`config.mk`:
```
export PLATFORM = sky130hd
export DESIGN_NAME = ddr_refresh_seq
export DESIGN_NICKNAME = d
export VERILOG_FILES = /design/src/rtl/ddr_ref_pkg.sv /design/src/rtl/ddr_ref_timer.sv /design/src/rtl/ddr_ref_bank_pick.sv /design/src/rtl/ddr_ref_cmd_drv.sv /design/src/rtl/ddr_refresh_seq.sv
export SDC_FILE = /design/constraint.sdc
export NUM_CORES = 1
export LEC_CHECK = 0
export BUFFER_PORTS_ARGS = -buffer_cell sky130_fd_sc_hd__buf_4
export CAP_MARGIN = 15
export CORE_ASPECT_RATIO = 0.8
export CORE_UTILIZATION = 50
export CTS_CLUSTER_DIAMETER = 50
export DETAILED_ROUTE_END_ITERATION = 7
export MAX_ROUTING_LAYER = met4
export PLACE_DENSITY = 0.73
export REMOVE_ABC_BUFFERS = 1
export SLEW_MARGIN = 30
export SYNTH_ARGS = -nofsm -noshare
export SYNTH_HDL_FRONTEND = slang
export SYNTH_HIERARCHICAL = 1
export SYNTH_SLANG_ARGS = --single-unit
```
`constraint.sdc`:
```
create_clock -name clk -period 5.73 [get_ports clk]
set_input_delay 1.146 -clock clk [delete_from_list [all_inputs] [get_ports clk]]
set_output_delay 1.146 -clock clk [all_outputs]
set_load 0.005 [all_outputs]
```
`src/rtl/ddr_ref_pkg.sv`:
```
package ddr_ref_pkg;

    localparam int RP_W  = 3;
    localparam int RFC_W = 4;
    localparam int CNT_W = 4;

    // RAS/CAS/WE encodings
    typedef enum logic [2:0] {
        CMD_NOP = 3'b111,
        CMD_PRE = 3'b010,
        CMD_REF = 3'b001,
        CMD_ACT = 3'b011
    } cmd_e;

    typedef enum logic [2:0] {
        S_IDLE,
        S_PRE,
        S_TRP,
        S_REF,
        S_TRFC,
        S_ACT,
        S_DONE
    } seq_st_e;

    typedef struct packed {
        logic ras_n;
        logic cas_n;
        logic we_n;
    } strobe_t;

    function automatic strobe_t cmd_strobes(input cmd_e c);
        strobe_t s;
        s.ras_n = c[2];
        s.cas_n = c[1];
        s.we_n  = c[0];
        return s;
    endfunction

    // a sequence state puts chip select low on every rank
    function automatic logic st_drives_bus(input seq_st_e s);
        return (s != S_IDLE) && (s != S_DONE);
    endfunction

endpackage

```
`src/rtl/ddr_ref_timer.sv`:
```
module ddr_ref_timer
    import ddr_ref_pkg::*;
#(
    parameter int W = CNT_W
) (
    input  logic         clk,
    input  logic         rst,
    input  logic         load,
    input  logic [W-1:0] load_val,
    input  logic         dec,
    output logic         zero
);

    logic [W-1:0] cnt_q;

    always_ff @(posedge clk) begin
        if (rst) begin
            cnt_q <= '0;
        end else if (load) begin
            cnt_q <= load_val;
        end else if (dec && (cnt_q != '0)) begin
            cnt_q <= cnt_q - W'(1);
        end
    end

    assign zero = (cnt_q == '0);

    AST_TMR_NO_WRAP: assert property (@(posedge clk) disable iff (rst)
        (zero && !load) |=> zero);

endmodule

```
`src/rtl/ddr_ref_bank_pick.sv`:
```
module ddr_ref_bank_pick #(
    parameter int BANK_N = 4,
    localparam int BANK_W = (BANK_N > 1) ? $clog2(BANK_N) : 1
) (
    input  logic [BANK_N-1:0] mask,
    output logic [BANK_W-1:0] idx,
    output logic              any,
    output logic [BANK_N-1:0] grant,
    output logic              last
);

    // lowest set bit wins
    always_comb begin
        idx = '0;
        any = 1'b0;
        for (int b = BANK_N - 1; b >= 0; b--) begin
            if (mask[b]) begin
                idx = b[BANK_W-1:0];
                any = 1'b1;
            end
        end
        grant = any ? (BANK_N'(1) << idx) : '0;
        last  = ((mask & ~grant) == '0);
    end

    always_comb begin
        AST_PICK_ONEHOT: assert ($onehot0(grant) && ((grant & ~mask) == '0));
    end

endmodule

```
`src/rtl/ddr_ref_cmd_drv.sv`:
```
module ddr_ref_cmd_drv
    import ddr_ref_pkg::*;
#(
    parameter int ROW_W  = 14,
    parameter int BANK_W = 2,
    parameter int RANKS  = 2,
    parameter int AP_BIT = 10
) (
    input  cmd_e              cmd,
    input  logic              sel,
    input  logic [ROW_W-1:0]  row,
    input  logic [BANK_W-1:0] bank,
    output logic [RANKS-1:0]  cs_n,
    output logic              ras_n,
    output logic              cas_n,
    output logic              we_n,
    output logic [ROW_W-1:0]  addr,
    output logic [BANK_W-1:0] ba
);

    strobe_t stb;

    always_comb begin
        stb  = cmd_strobes(cmd);
        cs_n = sel ? '0 : '1;
        addr = '0;
        ba   = '0;
        unique case (cmd)
            CMD_ACT: begin
                addr = row;
                ba   = bank;
            end
            CMD_PRE: addr[AP_BIT] = 1'b1;
            default: ;
        endcase
    end

    assign ras_n = stb.ras_n;
    assign cas_n = stb.cas_n;
    assign we_n  = stb.we_n;

endmodule

```
`src/rtl/ddr_refresh_seq.sv`:
```
module ddr_refresh_seq
    import ddr_ref_pkg::*;
#(
    parameter int ROW_W  = 14,
    parameter int BANK_N = 4,
    parameter int RANKS  = 2,
    parameter int AP_BIT = 10,
    localparam int BANK_W = (BANK_N > 1) ? $clog2(BANK_N) : 1
) (
    input  logic                    clk,
    input  logic                    rst,
    input  logic                    req_i,
    input  logic [RP_W-1:0]         rp_i,
    input  logic [RFC_W-1:0]        rfc_i,
    input  logic [BANK_N-1:0]       open_vld_i,
    input  logic [BANK_N*ROW_W-1:0] open_row_i,
    output logic                    busy_o,
    output logic                    done_o,
    output logic                    cke_o,
    output logic [RANKS-1:0]        cs_n_o,
    output logic                    ras_n_o,
    output logic                    cas_n_o,
    output logic                    we_n_o,
    output logic [ROW_W-1:0]        addr_o,
    output logic [BANK_W-1:0]       ba_o
);

    seq_st_e            st_q, st_d;
    logic [RP_W-1:0]    rp_q;
    logic [RFC_W-1:0]   rfc_q;
    logic [BANK_N-1:0]  pend_q;
    logic [ROW_W-1:0]   row_q [BANK_N];

    logic               accept;
    logic               tmr_load, tmr_dec, tmr_zero;
    logic [CNT_W-1:0]   tmr_val;
    logic [BANK_W-1:0]  pick_idx;
    logic               pick_any, pick_last;
    logic [BANK_N-1:0]  pick_grant;
    cmd_e               cmd;

    assign accept = req_i && (st_q == S_IDLE);

    // stored copies of the configuration and open-row record
    always_ff @(posedge clk) begin
        if (rst) begin
            rp_q  <= RP_W'(1);
            rfc_q <= RFC_W'(1);
        end else if (accept) begin
            rp_q  <= rp_i;
            rfc_q <= rfc_i;
        end
    end

    generate
        for (genvar b = 0; b < BANK_N; b++) begin : g_row
            always_ff @(posedge clk) begin
                if (rst) begin
                    row_q[b] <= '0;
                end else if (accept) begin
                    row_q[b] <= open_row_i[b*ROW_W +: ROW_W];
                end
            end
        end
    endgenerate

    always_ff @(posedge clk) begin
        if (rst) begin
            pend_q <= '0;
        end else if (accept) begin
            pend_q <= open_vld_i;
        end else if (st_q == S_ACT) begin
            pend_q <= pend_q & ~pick_grant;
        end
    end

    ddr_ref_bank_pick #(.BANK_N(BANK_N)) u_pick (
        .mask  (pend_q),
        .idx   (pick_idx),
        .any   (pick_any),
        .grant (pick_grant),
        .last  (pick_last)
    );

    ddr_ref_timer #(.W(CNT_W)) u_tmr (
        .clk      (clk),
        .rst      (rst),
        .load     (tmr_load),
        .load_val (tmr_val),
        .dec      (tmr_dec),
        .zero     (tmr_zero)
    );

    // sequence control
    always_comb begin
        st_d     = st_q;
        tmr_load = 1'b0;
        tmr_val  = '0;
        tmr_dec  = 1'b0;
        unique case (st_q)
            S_IDLE: if (req_i) st_d = S_PRE;
            S_PRE: begin
                if (rp_q <= RP_W'(1)) begin
                    st_d = S_REF;
                end else begin
                    tmr_load = 1'b1;
                    tmr_val  = CNT_W'({1'b0, rp_q} - 4'd2);
                    st_d     = S_TRP;
                end
            end
            S_TRP: begin
                tmr_dec = 1'b1;
                if (tmr_zero) st_d = S_REF;
            end
            S_REF: begin
                tmr_load = 1'b1;
                tmr_val  = CNT_W'(rfc_q - RFC_W'(1));
                st_d     = S_TRFC;
            end
            S_TRFC: begin
                tmr_dec = 1'b1;
                if (tmr_zero) st_d = (pend_q != '0) ? S_ACT : S_DONE;
            end
            S_ACT:  if (pick_last) st_d = S_DONE;
            S_DONE: st_d = S_IDLE;
            default: st_d = S_IDLE;
        endcase
    end

    always_ff @(posedge clk) begin
        if (rst) st_q <= S_IDLE;
        else     st_q <= st_d;
    end

    always_comb begin
        unique case (st_q)
            S_PRE:   cmd = CMD_PRE;
            S_REF:   cmd = CMD_REF;
            S_ACT:   cmd = pick_any ? CMD_ACT : CMD_NOP;
            default: cmd = CMD_NOP;
        endcase
    end

    ddr_ref_cmd_drv #(
        .ROW_W  (ROW_W),
        .BANK_W (BANK_W),
        .RANKS  (RANKS),
        .AP_BIT (AP_BIT)
    ) u_drv (
        .cmd   (cmd),
        .sel   (st_drives_bus(st_q)),
        .row   (row_q[pick_idx]),
        .bank  (pick_idx),
        .cs_n  (cs_n_o),
        .ras_n (ras_n_o),
        .cas_n (cas_n_o),
        .we_n  (we_n_o),
        .addr  (addr_o),
        .ba    (ba_o)
    );

    assign busy_o = (st_q != S_IDLE);
    assign done_o = (st_q == S_DONE);
    assign cke_o  = 1'b1;

    // input contract at acceptance
    AST_CFG_RANGE: assert property (@(posedge clk) disable iff (rst)
        accept |-> (rp_i >= RP_W'(1)) && (rp_i <= RP_W'(4)) && (rfc_i != '0));

    AST_PRE_AFTER_ACCEPT: assert property (@(posedge clk) disable iff (rst)
        (req_i && !busy_o) |=> ({ras_n_o, cas_n_o, we_n_o} == 3'b010) && addr_o[AP_BIT] && (cs_n_o == '0));

    AST_REF_AFTER_TRP: assert property (@(posedge clk) disable iff (rst)
        (st_q == S_TRP && tmr_zero) |=> ({ras_n_o, cas_n_o, we_n_o} == 3'b001));

    AST_ACT_ASCENDING: assert property (@(posedge clk) disable iff (rst)
        (({ras_n_o, cas_n_o, we_n_o} == 3'b011) && $past({ras_n_o, cas_n_o, we_n_o} == 3'b011))
            |-> (ba_o > $past(ba_o)));

    AST_DONE_PULSE: assert property (@(posedge clk) disable iff (rst)
        done_o |=> (!done_o && !busy_o));

    AST_CS_UNIFORM: assert property (@(posedge clk) disable iff (rst)
        (cs_n_o == '0) || (cs_n_o == '1));

    AST_CFG_HELD: assert property (@(posedge clk) disable iff (rst)
        (busy_o && $past(busy_o)) |-> ($stable(rp_q) && $stable(rfc_q)));

endmodule

```
==> reports/qor.csv, run 1 <==
metric,value,unit
final hold violation count,0,
row count,27,
area delta synth->final,24.56,%
end of the critical path,addr_o[10],
drt wl/cell,15.24,um
die area,7716,sq um
largest net degree at the start of global routing,66,
LEAKAGE,1.889,nW
Max Clk Rate,292.9,MHz
die width,97.96,um
WP data arrival,2.27,ns
Synth Area per Inst,12.70,sq um
peak supply drop,0.2422,mV
CP startpoint,pend_q[1]$_SDFFE_PP0P_,
hold_ws,0.4716,ns
Worst Skew,0.007138,ns
share of the clock period used by the worst path,59.59,%
vias,2440,
I/O pin count,94,
number of post-CTS setup repair buffers,0,
headroom to the max-slew limit,52.75,%
ANT cells,0,
number of global-route vias before repair,2395,
"Clk pin slew, worst setup/hold paths",0.08,ns
initial core utilization,52.67,%
Root Driver,clkbuf_8,
Critical Path Fanout Max,15,
Non-Filler Instances,466,
number of synthesized register bits,74,
pwr dens,421.2,nW/um^2
Synth cell types,51,
clk sinks,74,
violated checks,design-rule violations,
Final Util,65.61,%
setup_tns,0,ns
# DRC,9,
post-synthesis mux area share,9.103,%
Inst Count DP,450,
Synth async-reset ratio,0,%
outcome,finished with violations,
Post-synth EDFFs,56,
vias per cell,5.236,
global-route wire length before repair,11.56,mm
cell area after synthesis,3684,sq um
cts bufs inserted,9,
Max-cap violations,0,
final count of negative-setup-slack endpoints,0,
H-tree levels,3,
clock latency on the worst-skew pair,0.34,ns
hpwl dp,4.939,mm
CP Launch Type,register,
Crit Reg-Reg Startpoint,st_q[0]$_SDFFE_PP0P_,
CP Data Required Time,4.58,ns
GRT Util Overall,20.48,%
CTS resizes,0,
RSZ-0062 raised after global routing,no,
Hold Path Class,register to register,
Post-Synth Simple-Gate Area,21.33,%
Die Y-Extent,78.77,um
CTS tree,done,
DRT Pass-1 Iters,7,
input/output buffers,92,
final worst slack,2.315,ns
Synth Area in XOR/XNOR,0.4755,%
Critical Setup Path Class,register to output port,
Post-Syn Instances,290,
gr ovfl total,0,
Final Routed Wirelength,7.103,mm
Final ANT Viol Nets,0,
complex-gate fraction of the synthesized area,7.982,%
crit end category,output port,
hold depth,2,
worst-margin pin slew,0.7088,ns
initial antenna violation count,0,
post-cts hold buffer count,0,
"Top FF cell, synth",edfxtp_1,
synth warn,6,
"Seq/Total Area, Yosys",55.43,%
Pins Over Slew Limit,0,
"commonest non-fill, non-tap cells in the layout","95 x buf_4, 57 x and2_1, 56 x edfxtp_1, 18 x dfxtp_1, 14 x mux4_2",
share of cells above drive strength 1,39.84,%
Place WS,2.640,ns
Worst R2R End,row_q[3][1]$_SDFFCE_PN0P_,
area share of fa/ha/maj cells after synthesis,0.6793,%
nets@finish,446,
Longest Clk Path Bufs,2,
cells on worst reg2reg path,3,
"commonest non-fill, non-tap cell in the layout",buf_4,
"reg-to-reg slack, setup",3.61,ns
routability congestion estimate,0.8497,
initial DRC count,167,
core area,6993,sq um
main combinational cell family by area after synthesis,simple AND/OR/NAND/NOR gates,
Final Critical Period,3.415,ns
[worst min path at each step]
stage                         start                   end
6_report       rp_q[0]$_SDFFE_PP1P_  rp_q[0]$_SDFFE_PP1P_
5_1_grt        rp_q[0]$_SDFFE_PP1P_  rp_q[0]$_SDFFE_PP1P_
4_1_cts        rp_q[0]$_SDFFE_PP1P_  rp_q[0]$_SDFFE_PP1P_
3_5_place_dp   rp_q[0]$_SDFFE_PP1P_  rp_q[0]$_SDFFE_PP1P_
3_3_place_gp   rp_q[0]$_SDFFE_PP1P_  rp_q[0]$_SDFFE_PP1P_
2_1_floorplan  rp_q[0]$_SDFFE_PP1P_  rp_q[0]$_SDFFE_PP1P_
[per-layer routing]
layer / wire (um) / track usage [%] / vias up
met4: 126 / 7.424 / 0
li1: - / - / 1208
met5: 0 / - / -
met3: 440 / 7.130 / 11
met1: 3240 / 25.93 / 1147
met2: 3295 / 30.70 / 74
[cell usage after synthesis (2+ instances only)]
library cell  instances  share of area (%)
o21ai_0               3               0.41
o21bai_1              2               0.41
and2_1               57                9.7
buf_2                 9                1.2
and2_2                5                1.0
nand2b_1              4               0.68
nor3b_1               4               0.82
ha_1                  2               0.68
xnor2_1               2               0.48
a32o_1                4                1.1
and2_4               10                2.4
a311oi_1              2               0.48
dfxtp_1              18                9.8
nor2b_1               3               0.51
a21oi_1               4               0.54
inv_1                13                1.3
buf_4                 7                1.4
clkbuf_1              5               0.51
nor3_2                2               0.54
mux2i_1               2               0.54
edfxtp_1             56                 46
o22ai_1               2               0.34
nand2_1              13                1.3
nand3_1               2               0.27
nor2_1               10                1.0
a22o_1                6                1.4
nor3_1                4               0.54
mux4_2               14                8.6
o31ai_1               2               0.41
a2bb2oi_1             2               0.48
[power breakdown]
| group | internal, mW | switching [mW] | leakage (nW) | total (mW) |
|---|---|---|---|---|
| Sequential | 0.753 | 0.0802 | 0.748 | 0.833 |
| Clock | 0.195 | 0.179 | 0.102 | 0.374 |
| Combinational | 0.373 | 0.353 | 1.04 | 0.726 |
| Total | 1.32 | 0.612 | 1.89 | 1.93 |
[critical path, cell delays in order (launching register included)]
cell and delay (ns):
dfxtp_1 0.49, inv_1 0.12, a21oi_2 0.13, buf_4 0.31
mux4_2 0.55, nor2b_1 0.13, nor3b_1 0.07, buf_4 0.13
[cells by family (layout without fill, tap and decap cells)]
| family | count (synthesis) | count (layout) |
|---|---|---|
| flops | 74 | 74 |
| other cells | 1 | 1 |
| fa+ha+maj | 2 | 2 |
| buf+inv | 36 | 125 |
| xor+xnor | 2 | 2 |
| compound gates | 35 | 35 |
| mux | 16 | 16 |
| simple gates | 124 | 124 |
[sequential cells by signal, indices dropped and copies added, names as in the netlist]
register     flops
row_q           56
pend_q           4
rfc_q            4
u_tmr/cnt_q      4
rp_q             3
st_q             3
[final cells by class]
| type | count | area, sq um |
|---|---|---|
| clock inverters | 4 | 22.52 |
| multi-input cells | 180 | 1480 |
| inverters | 14 | 55.05 |
| repair buffers | 95 | 713.2 |
| well taps | 87 | 108.9 |
| flip-flops and latches | 74 | 2042 |
| fillers | 537 | 2405 |
| clock buffers | 12 | 166.4 |
[per-stage QoR]
stage                     power (mW)  instance area [sq um]
after floorplan                1.305                   3556
after global placement         1.548                   4393
after detailed placement       1.576                   4399
after CTS                      1.951                   4588
after global routing           2.058                   4588
final                          1.932                   4588
Power figures use the tool's default switching activity.
==> run 2, diff against run 1 <==
--- a/config.mk
+++ b/config.mk
@@ -5,6 +5,7 @@
 export SDC_FILE = /design/constraint.sdc
 export NUM_CORES = 1
 export LEC_CHECK = 0
+export ABC_AREA = 1
 export BUFFER_PORTS_ARGS = -buffer_cell sky130_fd_sc_hd__buf_4
 export CAP_MARGIN = 15
 export CORE_ASPECT_RATIO = 0.8
@@ -12,7 +13,7 @@
 export CTS_CLUSTER_DIAMETER = 50
 export DETAILED_ROUTE_END_ITERATION = 7
 export MAX_ROUTING_LAYER = met4
-export PLACE_DENSITY = 0.73
+export PLACE_DENSITY = 0.72
 export REMOVE_ABC_BUFFERS = 1
 export SLEW_MARGIN = 30
 export SYNTH_ARGS = -nofsm -noshare
==> constraint.sdc (replaced) <==
create_clock -name clk -period 3.3 [get_ports clk]
set_input_delay 0.66 -clock clk [delete_from_list [all_inputs] [get_ports clk]]
set_output_delay 0.66 -clock clk [all_outputs]
set_load 0.005 [all_outputs]
==> run 2 against run 1 <==
Compared with the run above:
- the flow now finishes without violations
- via count up 28%
- largest power group is now combinational logic
- highest routed layer unchanged
- area after synthesis increased by 9.1%
- clock skew shrank 0.0024 ns
==> reports/qor.csv, run 2 <==
metric,value,unit,change
Worst R2R End,rfc_q[3]$_SDFFE_PP0P_,,
cts bufs inserted,9,,unchanged
area delta synth->final,23.08,%,
Post-synth EDFFs,56,,unchanged
Final Util,65.04,%,-0.57 points
cell area after synthesis,4018,sq um,+9.1%
routability congestion estimate,0.8799,,+3.6%
setup_tns,0,ns,unchanged
hold depth,2,,unchanged
row count,28,,+3.7%
core area,7602,sq um,+8.7%
headroom to the max-slew limit,55.44,%,+2.7 points
Biggest register,row_q,,
Final ANT Viol Nets,0,,unchanged
initial antenna violation count,0,,unchanged
CTS resizes,0,,unchanged
CP max stage delay,0.55,ns,about the same
"commonest non-fill, non-tap cell in the layout",inv_1,,
"Top cell by count, worst path",inv_1,,
RSZ-0062 raised after global routing,no,,
max FFs per register,56,,unchanged
drt wl/cell,12.01,um,-21%
clock latency on the worst-skew pair,0.35,ns,about the same
Post-Syn Instances,472,,+63%
Hold Crit Start,rfc_q[3]$_SDFFE_PP0P_,,
"commonest non-fill, non-tap cells in the layout","100 x inv_1, 99 x buf_4, 88 x nor2_1, 56 x edfxtp_1, 41 x o21ai_0",,
top-count cell post-synth,inv_1,,
LEAKAGE,2.370,nW,+25%
design area,4945,sq um,+7.8%
CP Launch Type,register,,
number of global-route vias before repair,2860,,+19%
final hold violation count,0,,unchanged
Max Clk Rate,333.4,MHz,
number of synthesized register bits,74,,unchanged
worst hold path endpoint,rfc_q[3]$_SDFFE_PP0P_,,
post-cts hold buffer count,0,,unchanged
gr ovfl total,0,,unchanged
# DRC,0,,-9
Synth Area per Inst,8.512,sq um,-33%
Worst Skew,0.004698,ns,-0.002440 ns
NetSw,1.478,mW,+140%
input/output buffers,92,,unchanged
synth warn,6,,unchanged
"Top FF cell, synth",edfxtp_1,,
Pins Over Slew Limit,0,,unchanged
Synth async-reset ratio,0,%,unchanged
Crit Reg-Reg Startpoint,st_q[2]$_SDFFE_PP0P_,,
CP cell instances,"inv_1, nor2_4, nand2_1, o21ai_0, inv_1, inv_1, nand3_2, nor2_1, buf_4",,
placed cell areas,4743,sq um,+7.8%
DRT Pass-1 Iters,4,,-3
Final Routed Wirelength,8.038,mm,+13%
Worst path slowest cell,dfxtp_1,,
hpwl dp,5.688,mm,+15%
"reg-to-reg slack, setup",1.15,ns,-2.46 ns
vias per cell,4.685,,-11%
number of post-CTS setup repair buffers,0,,unchanged
Place WS,0.6536,ns,-1.987 ns
vias,3134,,+28%
Final Critical Period,3.000,ns,
peak supply drop,0.2820,mV,+16%
Critical Path Fanout Max,15,,unchanged
die width,102.2,um,+4.3%
crit end category,output port,,
share of the clock period used by the worst path,90.90,%,
I/O pin count,94,,unchanged
global-route wire length before repair,12.82,mm,+11%
post-synth top area share,41.86,%,-3.8 points
"Seq/Total Area, Yosys",50.83,%,-4.6 points
Clock Power Share,18.6,%,-0.7 points
final count of negative-setup-slack endpoints,0,,unchanged
Critical Setup Path Class,register to output port,,
Combinational Power Share,43.2,%,+5.7 points
H-tree levels,3,,unchanged
top cell type by total area after synthesis,edfxtp_1,,
cells on worst reg2reg path,7,,+4
CP startpoint,st_q[0]$_SDFFE_PP0P_,,
CP Data Required Time,2.64,ns,-1.94 ns
share of cells above drive strength 1,30.14,%,-9.7 points
Max-cap violations,0,,unchanged
nets@finish,631,,+41%
ANT cells,0,,unchanged
CTS tree,done,,
Sw Ratio,38.73,%,+7.0 points
outcome,finished clean,,
clk sinks,74,,unchanged
die area,8400,sq um,+8.9%
GRT Util Overall,21.32,%,+0.84 points
Die Y-Extent,82.18,um,+4.3%
Synth cell types,37,,-27%
Root Driver,clkbuf_8,,
Longest Clk Path Bufs,2,,unchanged
"top cells by area, synth","edfxtp_1 42%, inv_1 9.3%, dfxtp_1 9.0%, nor2_1 8.2%, o21ai_0 5.1%",,
cell-internal power,2.339,mW,+77%
Commonest cells post-synth,"100 x inv_1, 88 x nor2_1, 56 x edfxtp_1",,
Seq pwr share,38.2,%,-4.9 points
WP data arrival,2.34,ns,+0.07 ns
largest net degree at the start of global routing,31,,-53%
pwr dens,771.9,nW/um^2,+83%
"Clk pin slew, worst setup/hold paths",0.07,ns,about the same
worst-margin pin slew,0.6660,ns,-0.04276 ns
Hold Path Class,register to register,,
initial DRC count,129,,-23%
initial core utilization,52.85,%,+0.17 points
final worst slack,0.3004,ns,-2.015 ns
[run 2: cell count changes after synthesis, sizes merged, moves of 5 or more]
cell / before / now
a22o: 6 / 0
and2: 72 / 0
buf: 17 / 12
clkbuf: 5 / 11
inv: 14 / 105
mux4: 14 / 0
nand2: 13 / 44
nand3: 2 / 17
nor2: 10 / 125
nor3b: 5 / 0
o21ai: 3 / 42
o22ai: 2 / 17
[run 2: through the flow]
step	total power [mW]	cells	hold slack, ns
final	3.817	669	0.5072
after detailed placement	3.127	653	0.4876
after floorplan	2.550	449	0.4504
after global placement	3.097	653	0.4797
after global routing	4.100	669	0.5073
after CTS	3.844	669	0.4945
[run 2: logic make-up after synthesis]
group                    Yosys count  share of synthesized area (%)
flip-flops                        74                          50.83
adder cells (fa/ha/maj)            2                         0.6228
XOR/XNOR                           2                         0.4361
AND/OR/NAND/NOR                  192                          24.42
other                              1                        0.09334
AO/OA/AOI/OAI                     70                          9.717
buffers and inverters            131                          13.89
[run 2: final cells by class]
type,count,area [sq um]
fill,635,2658
sequential,74,2042
multi-input combinational,267,1420
timing repair buffer,99,743.2
inverter,108,406.6
clock buffer,11,141.4
tap,105,131.4
clock inverter,5,60.06
[run 2: worst max path at each step]
stage	to	slack [ns]	cells past startpoint
global placement	addr_o[9]	0.73	5
global route	addr_o[9]	0.10	9
detailed placement	addr_o[9]	0.65	5
CTS	addr_o[9]	0.27	5
floorplan	addr_o[10]	0.59	9
finish	addr_o[9]	0.30	9
[run 2: metal layers]
layer / global-route usage [%] / vias to the layer above / share of wire, %
met5: - / - / 0
met4: 9.714 / 0 / 1.8
met3: 5.640 / 13 / 5.4
met2: 35.03 / 86 / 48
met1: 24.74 / 1399 / 44
li1: - / 1636 / -
[run 2: critical path, delay by kind of cell (launching register included)]
| family | cells | cell delay [ns] |
|---|---|---|
| AND/OR/NAND/NOR | 4 | 0.91 |
| flip-flops | 1 | 0.55 |
| buffers and inverters | 4 | 0.44 |
| AO/OA/AOI/OAI | 1 | 0.08 |
[run 2: power groups by stage]
| stage | Clock [mW] | Combinational [mW] | Sequential, mW |
|---|---|---|---|
| after global placement | 0 | 1.63 | 1.47 |
| after detailed placement | 0 | 1.65 | 1.47 |
| after floorplan | 0 | 1.10 | 1.45 |
| final | 0.712 | 1.65 | 1.46 |
| after global routing | 0.767 | 1.85 | 1.48 |
| after CTS | 0.731 | 1.66 | 1.45 |
